===== config.mk =====
export PLATFORM = sky130hd
export DESIGN_NAME = req_qualifier
export DESIGN_NICKNAME = d
export VERILOG_FILES = /design/src/rtl/qual_pkg.sv /design/src/rtl/qual_prescaler.sv /design/src/rtl/qual_channel.sv /design/src/rtl/qual_regs.sv /design/src/rtl/req_qualifier.sv
export SDC_FILE = /design/constraint.sdc
export NUM_CORES = 1
export LEC_CHECK = 0
export CELL_PAD_IN_SITES_DETAIL_PLACEMENT = 1
export CELL_PAD_IN_SITES_GLOBAL_PLACEMENT = 2
export CORE_MARGIN = 1.5
export CORE_UTILIZATION = 39
export CTS_BUF_LIST = sky130_fd_sc_hd__clkbuf_8
export CTS_CLUSTER_SIZE = 30
export DETAILED_ROUTE_END_ITERATION = 8
export PLACE_DENSITY_LB_ADDON = 0.05
export SYNTH_ARGS = -nofsm -noshare
export SYNTH_HDL_FRONTEND = slang
export SYNTH_SLANG_ARGS = --single-unit

===== constraint.sdc =====
create_clock -name clk -period 2.76 [get_ports clk]
set_clock_uncertainty 0.15 [all_clocks]
set_input_delay 0.552 -clock clk [delete_from_list [all_inputs] [get_ports clk]]
set_output_delay 0.552 -clock clk [all_outputs]
set_load 0.005 [all_outputs]

===== src/rtl/qual_pkg.sv =====
package qual_pkg;
    typedef enum logic [1:0] {
        MODE_EDGE  = 2'b00,
        MODE_DIV_A = 2'b01,
        MODE_DIV_B = 2'b10,
        MODE_DIV_C = 2'b11
    } qmode_t;

    typedef enum logic [1:0] {
        ST_HOLD  = 2'b00,
        ST_ARM   = 2'b01,
        ST_COUNT = 2'b10
    } qstate_t;

    localparam logic ADDR_MODE = 1'b0;
    localparam logic ADDR_FLAG = 1'b1;
endpackage


===== src/rtl/qual_prescaler.sv =====
module qual_prescaler #(
    parameter int DIV_A = 8,
    parameter int DIV_B = 16,
    parameter int DIV_C = 128
) (
    input  logic       clk,
    input  logic       rst_n,
    output logic [2:0] strobe
);
    localparam int CW = $clog2(DIV_C);
    localparam int LA = $clog2(DIV_A);
    localparam int LB = $clog2(DIV_B);

    logic [CW-1:0] cnt_q;

    always_ff @(posedge clk or negedge rst_n) begin
        if (!rst_n) cnt_q <= '0;
        else        cnt_q <= cnt_q + 1'b1;
    end

    // each strobe lasts one clock when the low bits of the counter wrap
    assign strobe[0] = (cnt_q[LA-1:0] == '1);
    assign strobe[1] = (cnt_q[LB-1:0] == '1);
    assign strobe[2] = (cnt_q == '1);
endmodule


===== src/rtl/qual_channel.sv =====
module qual_channel
    import qual_pkg::*;
#(
    parameter int SAMPLES = 16
) (
    input  logic       clk,
    input  logic       rst_n,
    input  logic       pin_n,
    input  qmode_t     mode,
    input  logic [2:0] strobe,
    output logic       hit
);
    localparam int CW = $clog2(SAMPLES + 1);

    logic [1:0]    sync_q;
    logic          s_in;
    logic          sample_en;
    logic [CW-1:0] limit;
    logic [CW-1:0] cnt_q, cnt_d;
    qstate_t       state_q, state_d;

    always_ff @(posedge clk or negedge rst_n) begin
        if (!rst_n) sync_q <= 2'b11;
        else        sync_q <= {sync_q[0], pin_n};
    end
    assign s_in = sync_q[1];

    always_comb begin
        unique case (mode)
            MODE_EDGE:  sample_en = 1'b1;
            MODE_DIV_A: sample_en = strobe[0];
            MODE_DIV_B: sample_en = strobe[1];
            MODE_DIV_C: sample_en = strobe[2];
        endcase
    end

    assign limit = (mode == MODE_EDGE) ? CW'(1) : CW'(SAMPLES);

    // state register
    always_ff @(posedge clk or negedge rst_n) begin
        if (!rst_n) begin
            state_q <= ST_HOLD;
            cnt_q   <= '0;
        end else begin
            state_q <= state_d;
            cnt_q   <= cnt_d;
        end
    end

    // next state and accept pulse
    always_comb begin
        state_d = state_q;
        cnt_d   = cnt_q;
        hit     = 1'b0;
        if (sample_en) begin
            if (s_in) begin
                state_d = ST_ARM;
                cnt_d   = '0;
            end else begin
                unique case (state_q)
                    ST_HOLD: begin
                        state_d = ST_HOLD;
                    end
                    ST_ARM: begin
                        if (limit == CW'(1)) begin
                            hit     = 1'b1;
                            state_d = ST_HOLD;
                        end else begin
                            cnt_d   = CW'(1);
                            state_d = ST_COUNT;
                        end
                    end
                    ST_COUNT: begin
                        if (cnt_q + 1'b1 >= limit) begin
                            hit     = 1'b1;
                            cnt_d   = '0;
                            state_d = ST_HOLD;
                        end else begin
                            cnt_d = cnt_q + 1'b1;
                        end
                    end
                    default: begin
                        state_d = ST_HOLD;
                        cnt_d   = '0;
                    end
                endcase
            end
        end
    end
endmodule


===== src/rtl/qual_regs.sv =====
module qual_regs
    import qual_pkg::*;
#(
    parameter int NCH = 3
) (
    input  logic             clk,
    input  logic             rst_n,
    input  logic             addr,
    input  logic             wr_en,
    input  logic             rd_en,
    input  logic [2*NCH-1:0] wdata,
    input  logic [NCH-1:0]   hit,
    output logic [2*NCH-1:0] rdata,
    output logic [2*NCH-1:0] mode_q,
    output logic [NCH-1:0]   flag_q
);
    logic           locked_q;
    logic [NCH-1:0] armed_q;
    logic [NCH-1:0] clr;
    logic           wr_flag;

    assign wr_flag = wr_en && (addr == ADDR_FLAG);
    assign clr     = wr_flag ? (armed_q & ~wdata[NCH-1:0]) : '0;

    always_ff @(posedge clk or negedge rst_n) begin
        if (!rst_n) begin
            mode_q   <= '0;
            locked_q <= 1'b0;
            flag_q   <= '0;
            armed_q  <= '0;
        end else begin
            if (wr_en && (addr == ADDR_MODE) && !locked_q) begin
                mode_q   <= wdata;
                locked_q <= 1'b1;
            end
            if (rd_en && (addr == ADDR_FLAG)) armed_q <= flag_q;
            if (wr_flag)                      armed_q <= '0;
            // a new accept overrides a clear in the same clock
            flag_q <= (flag_q & ~clr) | hit;
        end
    end

    always_comb begin
        rdata = '0;
        if (addr == ADDR_MODE) rdata = mode_q;
        else                   rdata[NCH-1:0] = flag_q;
    end
endmodule


===== src/rtl/req_qualifier.sv =====
module req_qualifier
    import qual_pkg::*;
#(
    parameter int NCH     = 3,
    parameter int SAMPLES = 16,
    parameter int DIV_A   = 8,
    parameter int DIV_B   = 16,
    parameter int DIV_C   = 128
) (
    input  logic             clk,
    input  logic             rst_n,
    input  logic [NCH-1:0]   req_n_i,
    input  logic             addr,
    input  logic             wr_en,
    input  logic             rd_en,
    input  logic [2*NCH-1:0] wdata,
    output logic [2*NCH-1:0] rdata,
    output logic [NCH-1:0]   flag_o,
    output logic             req_o
);
    logic [2:0]       strobe;
    logic [NCH-1:0]   hit_v;
    logic [2*NCH-1:0] mode_w;

    qual_prescaler #(.DIV_A(DIV_A), .DIV_B(DIV_B), .DIV_C(DIV_C)) u_pre (
        .clk    (clk),
        .rst_n  (rst_n),
        .strobe (strobe)
    );

    for (genvar i = 0; i < NCH; i++) begin : g_ch
        qual_channel #(.SAMPLES(SAMPLES)) u_ch (
            .clk    (clk),
            .rst_n  (rst_n),
            .pin_n  (req_n_i[i]),
            .mode   (qmode_t'(mode_w[2*i +: 2])),
            .strobe (strobe),
            .hit    (hit_v[i])
        );
    end

    qual_regs #(.NCH(NCH)) u_regs (
        .clk    (clk),
        .rst_n  (rst_n),
        .addr   (addr),
        .wr_en  (wr_en),
        .rd_en  (rd_en),
        .wdata  (wdata),
        .hit    (hit_v),
        .rdata  (rdata),
        .mode_q (mode_w),
        .flag_q (flag_o)
    );

    assign req_o = |flag_o;
endmodule


==> flow_metrics.env, run 1 <==
export IMPL_area_delta_synth_final_pct=18.3
export IMPL_n_antenna_cell=0
export IMPL_finalSetupViolations=0
export IMPL_p_leak_nw=1.38
export IMPL_grt_pass1_wl_microns=10800
export IMPL_swShare_pct=36.6
export IMPL_power_mw=2.64
export IMPL_syn_area_per_cell_sq_um=10.2
export IMPL_start_util_pct=40.2
export IMPL_path_buf_inv=2
export IMPL_die_y_microns=86.4
export IMPL_stdcell_count=382
export IMPL_min_period_ps=2360
export IMPL_clockBufferDepth=2
export IMPL_power_switching_mw=0.966
export IMPL_grtUsageTotal_pct=18.6
export IMPL_crit_fanout=6
export IMPL_r2r_cells=9
export IMPL_synthFlopType="dfrtp_1"
export IMPL_worstSetupPathType="in -> out"
export IMPL_clk_latency_ps=300
export IMPL_p_comb_share_pct=38.9
export IMPL_drt_iter0_drc=45
export IMPL_vias=2075
export IMPL_dpl_instance_area_sq_um=3070
export IMPL_ys_warn_count=0
export IMPL_layout_commonest_cell="dfrtp_1"
export IMPL_cpPeakStageDelay_ps=440
export IMPL_syn_num_nets=301
export IMPL_dieArea_sq_um=7470
export IMPL_p_int_mw=1.68
export IMPL_status="finished clean"
export IMPL_multiInputGateArea_sq_um=1440
export IMPL_io_pins=24
export IMPL_finalSetupTns_ps=0
export IMPL_r2r_end="g_ch[2].u_ch.cnt_q[0]"
export IMPL_gp_congestion=0.763
export IMPL_r2r_start="g_ch[2].u_ch.cnt_q[0]"
export IMPL_ir_drop_uv=425
export IMPL_hpwlAfterDp_microns=4640
export IMPL_crit_path_cell_trace="dlymetal6s2s_1, mux2_2, clkdlybuf4s50_1"
export IMPL_cpMaxStageDelayCell="clkdlybuf4s50_1"
export IMPL_p_per_area_nw_per_um2=822
export IMPL_worst_pin_slew_ps=616
export IMPL_routed_via_density=5.43
export IMPL_grt_overflow=0
export IMPL_routed_wl_microns=6210
export IMPL_clockPowerShare_pct=23.1
export IMPL_row_count=30
export IMPL_power_frac_seq_pct=37.9
export IMPL_firstDrtPassIters=4
export IMPL_post_drt_wl_per_cell_microns=16.3
export IMPL_final_cell_area_sq_um=3210
export IMPL_seq_area_sq_um=1180
export IMPL_n_fill_cell=773
export IMPL_max_slew_margin_pct=59.0
export IMPL_utilization_pct=47.5
export IMPL_rsz0062_at_grt="false"
export IMPL_critical_path_required_ps=2060
export IMPL_synth_edf_count=0
export IMPL_die_x_microns=86.4
export IMPL_core_area_sq_um=6760
export IMPL_cts_max_level=2
export IMPL_crit_path_end_kind="primary output"
export IMPL_root_buffer="clkbuf_8"
export IMPL_placedCellCount=374
export IMPL_rrSetupSlack_ps=410
export IMPL_postRouteAntennaNets=0
export IMPL_hold_class="in -> async"
export IMPL_syn_area_sq_um=2710
export IMPL_clkSinkCount=47
export IMPL_cts_tree="built"
export IMPL_drv_slew=0
export IMPL_ys_seq_area_share_pct=43.6
export IMPL_fin_nets=335
export IMPL_maxCapViolCount=0
export IMPL_antenna_found_initial=0
export IMPL_synth_seq_cells=47
export IMPL_grt_max_degree=48
export IMPL_synth_cell_types=47
export IMPL_grt_pass1_vias=2161
export IMPL_cts_buffers=5
export IMPL_portBuffers=23
export IMPL_cp_arrival_ps=1660
export IMPL_max_freq_mhz=424
export IMPL_synthArstFlopShare_pct=100
export IMPL_drive_above_1_share_pct=13.6
export IMPL_critical_path_top_delay_family="buffers and inverters"
export IMPL_final_cell_mix="dfrtp_1 (41), clkdlybuf4s50_1 (21), nand3_1 (20), inv_1 (20), ha_1 (20)"
export IMPL_fin_crit_sh_pct=85.4
export IMPL_syn_inst=267
export IMPL_hold_viol=0
export IMPL_drc=0
export IMPL_crit_path_start_kind="input pin"
export IMPL_clkTransAtPathRegs_ps=90
==> metrics by stage <==
stage / worst slack (ps) / hold WS (ps)
after global routing: 87.7 / 214
final: 403 / 197
after CTS: 13.2 / 205
after detailed placement: 20.1 / 197
after floorplan: 622 / 106
after global placement: 18.2 / 196
==> layout make-up <==
class,count,area share (%)
well taps,80,3.12
clock inverters,3,2.10
clock buffers,5,2.14
multi-input cells,197,44.7
repair buffers,30,8.73
flip-flops and latches,47,36.9
inverters,20,2.34
==> power by group through the flow <==
stage / combinational, mW / clock [mW] / sequential [mW]
global placement: 1.03 / 0 / 1.01
detailed placement: 1.03 / 0 / 1.02
global route: 1.18 / 0.663 / 1.03
floorplan: 0.709 / 0 / 0.957
CTS: 1.04 / 0.635 / 1.00
finish: 1.03 / 0.611 / 1.00
==> state kept, by name (all words and copies together), names as in the netlist <==
name	cells
g_ch.u_ch.state_q	6
u_regs.armed_q	3
g_ch.u_ch.cnt_q	15
u_regs.mode_q	6
g_ch.u_ch.sync_q	6
u_regs.flag_q	3
u_pre.cnt_q	7
u_regs.locked_q	1
==> routing by layer <==
metal	GRT usage, %	vias up	wire length (microns)
li1	-	1026	-
met1	26.3	1021	3170
met2	30.2	24	2840
met3	3.24	4	154
met4	3.96	0	44
met5	0	-	0
==> timing repair <==
action | in CTS | in global routing
endpoints found under the setup margin | 0 | 5
hold buffers | 0 | 0
gates resized for setup | 0 | 1
buffers inserted | 0 | 0
==> synth_stat cells, drive strengths merged, types with 5 or more instances <==
master	count	share of area (%)
nor2b	7	1.6
a21oi	6	1.1
inv	20	2.8
xor2	5	1.6
o21ai	15	3.0
nand3	20	3.7
nor2	13	1.8
nand2b	10	2.3
dfrtp	41	38
a31oi	5	1.2
o31ai	7	1.9
xnor2	8	2.6
dfstp	6	5.8
ha	20	9.2
mux2	8	3.3
nand2	20	2.9
==> cell families after synthesis <==
kind of cell	Yosys count	synth area share, %
AND/OR/NAND/NOR	94	19.2
AO/OA/AOI/OAI	60	16.2
XOR/XNOR	13	4.20
flip-flops	47	43.6
multiplexers	10	4.06
adder cells (fa/ha/maj)	20	9.22
buffers and inverters	23	3.46
==> worst max-delay path by stage <==
stage / from / end / slack (ps) / cells past startpoint
floorplan: addr / rdata[1] / 620 / 3
global placement: addr / rdata[1] / 20 / 3
detailed placement: addr / rdata[1] / 20 / 3
CTS: addr / rdata[5] / 10 / 4
global route: g_ch[2].u_ch.cnt_q[0] / g_ch[2].u_ch.cnt_q[0] / 90 / 9
finish: addr / rdata[1] / 400 / 3
Power figures use the tool's default switching activity.
==> run 2: changes to the inputs <==
--- a/config.mk
+++ b/config.mk
@@ -13,6 +13,7 @@
 export CTS_CLUSTER_SIZE = 30
 export DETAILED_ROUTE_END_ITERATION = 8
 export PLACE_DENSITY_LB_ADDON = 0.05
+export REMOVE_ABC_BUFFERS = 1
 export SYNTH_ARGS = -nofsm -noshare
 export SYNTH_HDL_FRONTEND = slang
 export SYNTH_SLANG_ARGS = --single-unit
==> run 2 against run 1 <==
Compared with the run above:
- non-clock buffer count grew 2
- total power fell by 5.8%
- critical path depth grew 1
- worst hold slack better by 12 ps
- flip-flop and latch count is the same
- via count is 1.6% higher
- maximum frequency is 12% lower
- setup slack worse by 320 ps
- sequential power hardly changed
- register-to-register slack worse by 20 ps
- largest cell class unchanged
==> flow_metrics.env, run 2 (same netlist as run 1, synthesis figures left out) <==
export IMPL_status="finished clean"
export IMPL_n_antenna_cell=0
export IMPL_row_count=30
export IMPL_hold_viol=0
export IMPL_antenna_found_initial=0
export IMPL_grt_pass1_wl_microns=10900
export IMPL_clkTransAtPathRegs_ps=80
export IMPL_crit_path_start_kind="input pin"
export IMPL_post_drt_wl_per_cell_microns=16.7
export IMPL_portBuffers=23
export IMPL_finalSetupTns_ps=0
export IMPL_seq_area_sq_um=1180
export IMPL_vias=2109
export IMPL_cts_tree="built"
export IMPL_grtUsageTotal_pct=18.9
export IMPL_drt_iter0_drc=55
export IMPL_drc=0
export IMPL_finalSetupViolations=0
export IMPL_layout_commonest_cell="dfrtp_1"
export IMPL_grt_pass1_vias=2187
export IMPL_gp_congestion=0.748
export IMPL_largest_register="g_ch.u_ch.cnt_q"
export IMPL_grt_max_degree=27
export IMPL_min_path_cells=0
export IMPL_io_pins=24
export IMPL_hpwlAfterDp_microns=4930
export IMPL_root_buffer="clkbuf_8"
export IMPL_max_freq_mhz=373
export IMPL_dieArea_sq_um=7470
export IMPL_n_fill_cell=778
export IMPL_firstDrtPassIters=4
export IMPL_r2r_start="g_ch[2].u_ch.cnt_q[0]"
export IMPL_placedCellCount=375
export IMPL_stdcell_count=384
export IMPL_clockBufferDepth=2
export IMPL_ir_drop_uv=355
export IMPL_critical_path_required_ps=2060
export IMPL_min_period_ps=2680
export IMPL_crit_path_end_kind="primary output"
export IMPL_p_leak_nw=1.37
export IMPL_crit_fanout=9
export IMPL_clk_latency_ps=290
export IMPL_fin_crit_sh_pct=97.1
export IMPL_largest_reg_flops=15
export IMPL_final_cell_mix="dfrtp_1 (41), clkdlybuf4s50_1 (22), inv_1 (21), nand3_1 (20), ha_1 (20)"
export IMPL_p_per_area_nw_per_um2=780
export IMPL_hold_path_end="g_ch[2].u_ch.sync_q[1]"
export IMPL_worstSetupPathType="in -> out"
export IMPL_postRouteAntennaNets=0
export IMPL_hold_class="reg -> reg"
export IMPL_max_slew_margin_pct=67.3
export IMPL_area_delta_synth_final_pct=17.6
export IMPL_die_x_microns=86.4
export IMPL_grt_overflow=0
export IMPL_core_area_sq_um=6760
export IMPL_r2r_end="g_ch[2].u_ch.state_q[0]"
export IMPL_routed_via_density=5.49
export IMPL_clkSinkCount=47
export IMPL_cts_setup_buffers=0
export IMPL_rrSetupSlack_ps=390
export IMPL_drive_above_1_share_pct=13.5
export IMPL_die_y_microns=86.4
export IMPL_start_util_pct=40.2
export IMPL_cts_max_level=2
export IMPL_cts_buffers=5
export IMPL_r2r_cells=9
export IMPL_worst_pin_slew_ps=491
export IMPL_fin_nets=337
export IMPL_cp_arrival_ps=1980
export IMPL_maxCapViolCount=0
export IMPL_routed_wl_microns=6420
export IMPL_multiInputGateArea_sq_um=1440
export IMPL_reg_top3="g_ch.u_ch.cnt_q x15, u_pre.cnt_q x7"
export IMPL_rsz0062_at_grt="false"
export IMPL_hp_start="g_ch[2].u_ch.sync_q[0]"
export IMPL_drv_slew=0
## run 2: how the worst max path moves through the flow
stage / startpoint / to / slack, ps / cells past startpoint
after global routing: addr / rdata[3] / 50 / 5
after CTS: addr / rdata[1] / 70 / 4
after detailed placement: addr / rdata[1] / 80 / 4
final: addr / rdata[1] / 80 / 4
after global placement: addr / rdata[1] / 80 / 4
after floorplan: u_regs.mode_q[5] / g_ch[2].u_ch.cnt_q[3] / 670 / 6
## run 2: final cells by class
type                    instances  area share (%)
multi-input cells             197            45.0
flip-flops and latches         47            37.1
repair buffers                 32            9.25
well taps                      80            3.14
clock buffers                   7            3.02
inverters                      20            2.35
clock inverters                 1           0.118
## run 2: what timing repair did
item | 4_1_cts | 5_1_grt
hold buffers | 1 | 0
gates resized for setup | 0 | 0
endpoints found under the hold margin | 4 | 0
endpoints found under the setup margin | 0 | 0
## run 2: metrics by stage
stage	power [mW]	instance area [sq um]	util (%)	worst slack [ps]	hold slack (ps)
final	2.49	3190	47.2	80.9	209
after global routing	2.69	3190	47.2	53.8	213
after CTS	2.53	3190	47.2	74.0	210
after detailed placement	2.06	3080	45.6	76.7	197
after global placement	2.03	3080	45.6	76.2	196
after floorplan	1.65	2700	-	666	106
## run 2: routing by layer
metal  global-route usage, %  share of wire (%)  wire (microns)  vias up
li1                        -                  -               -     1035
met1                    23.3                 45            2890     1056
met2                    33.8                 52            3350       13
met3                    3.52                1.9             119        5
met4                    4.84                1.1              68        0
met5                       0                  0               0        -
## run 2: power by group
part / leakage, nW / internal, mW / switching, mW
registers: 0.584 / 0.828 / 0.168
clock network: 0.0557 / 0.226 / 0.233
logic: 0.729 / 0.489 / 0.545
total: 1.37 / 1.54 / 0.946
## run 2: worst max-delay path, cell delays in order
cell             delay (ps)
clkdlybuf4s50_1         450
buf_4                   170
mux2_2                  340
clkdlybuf4s50_1         460
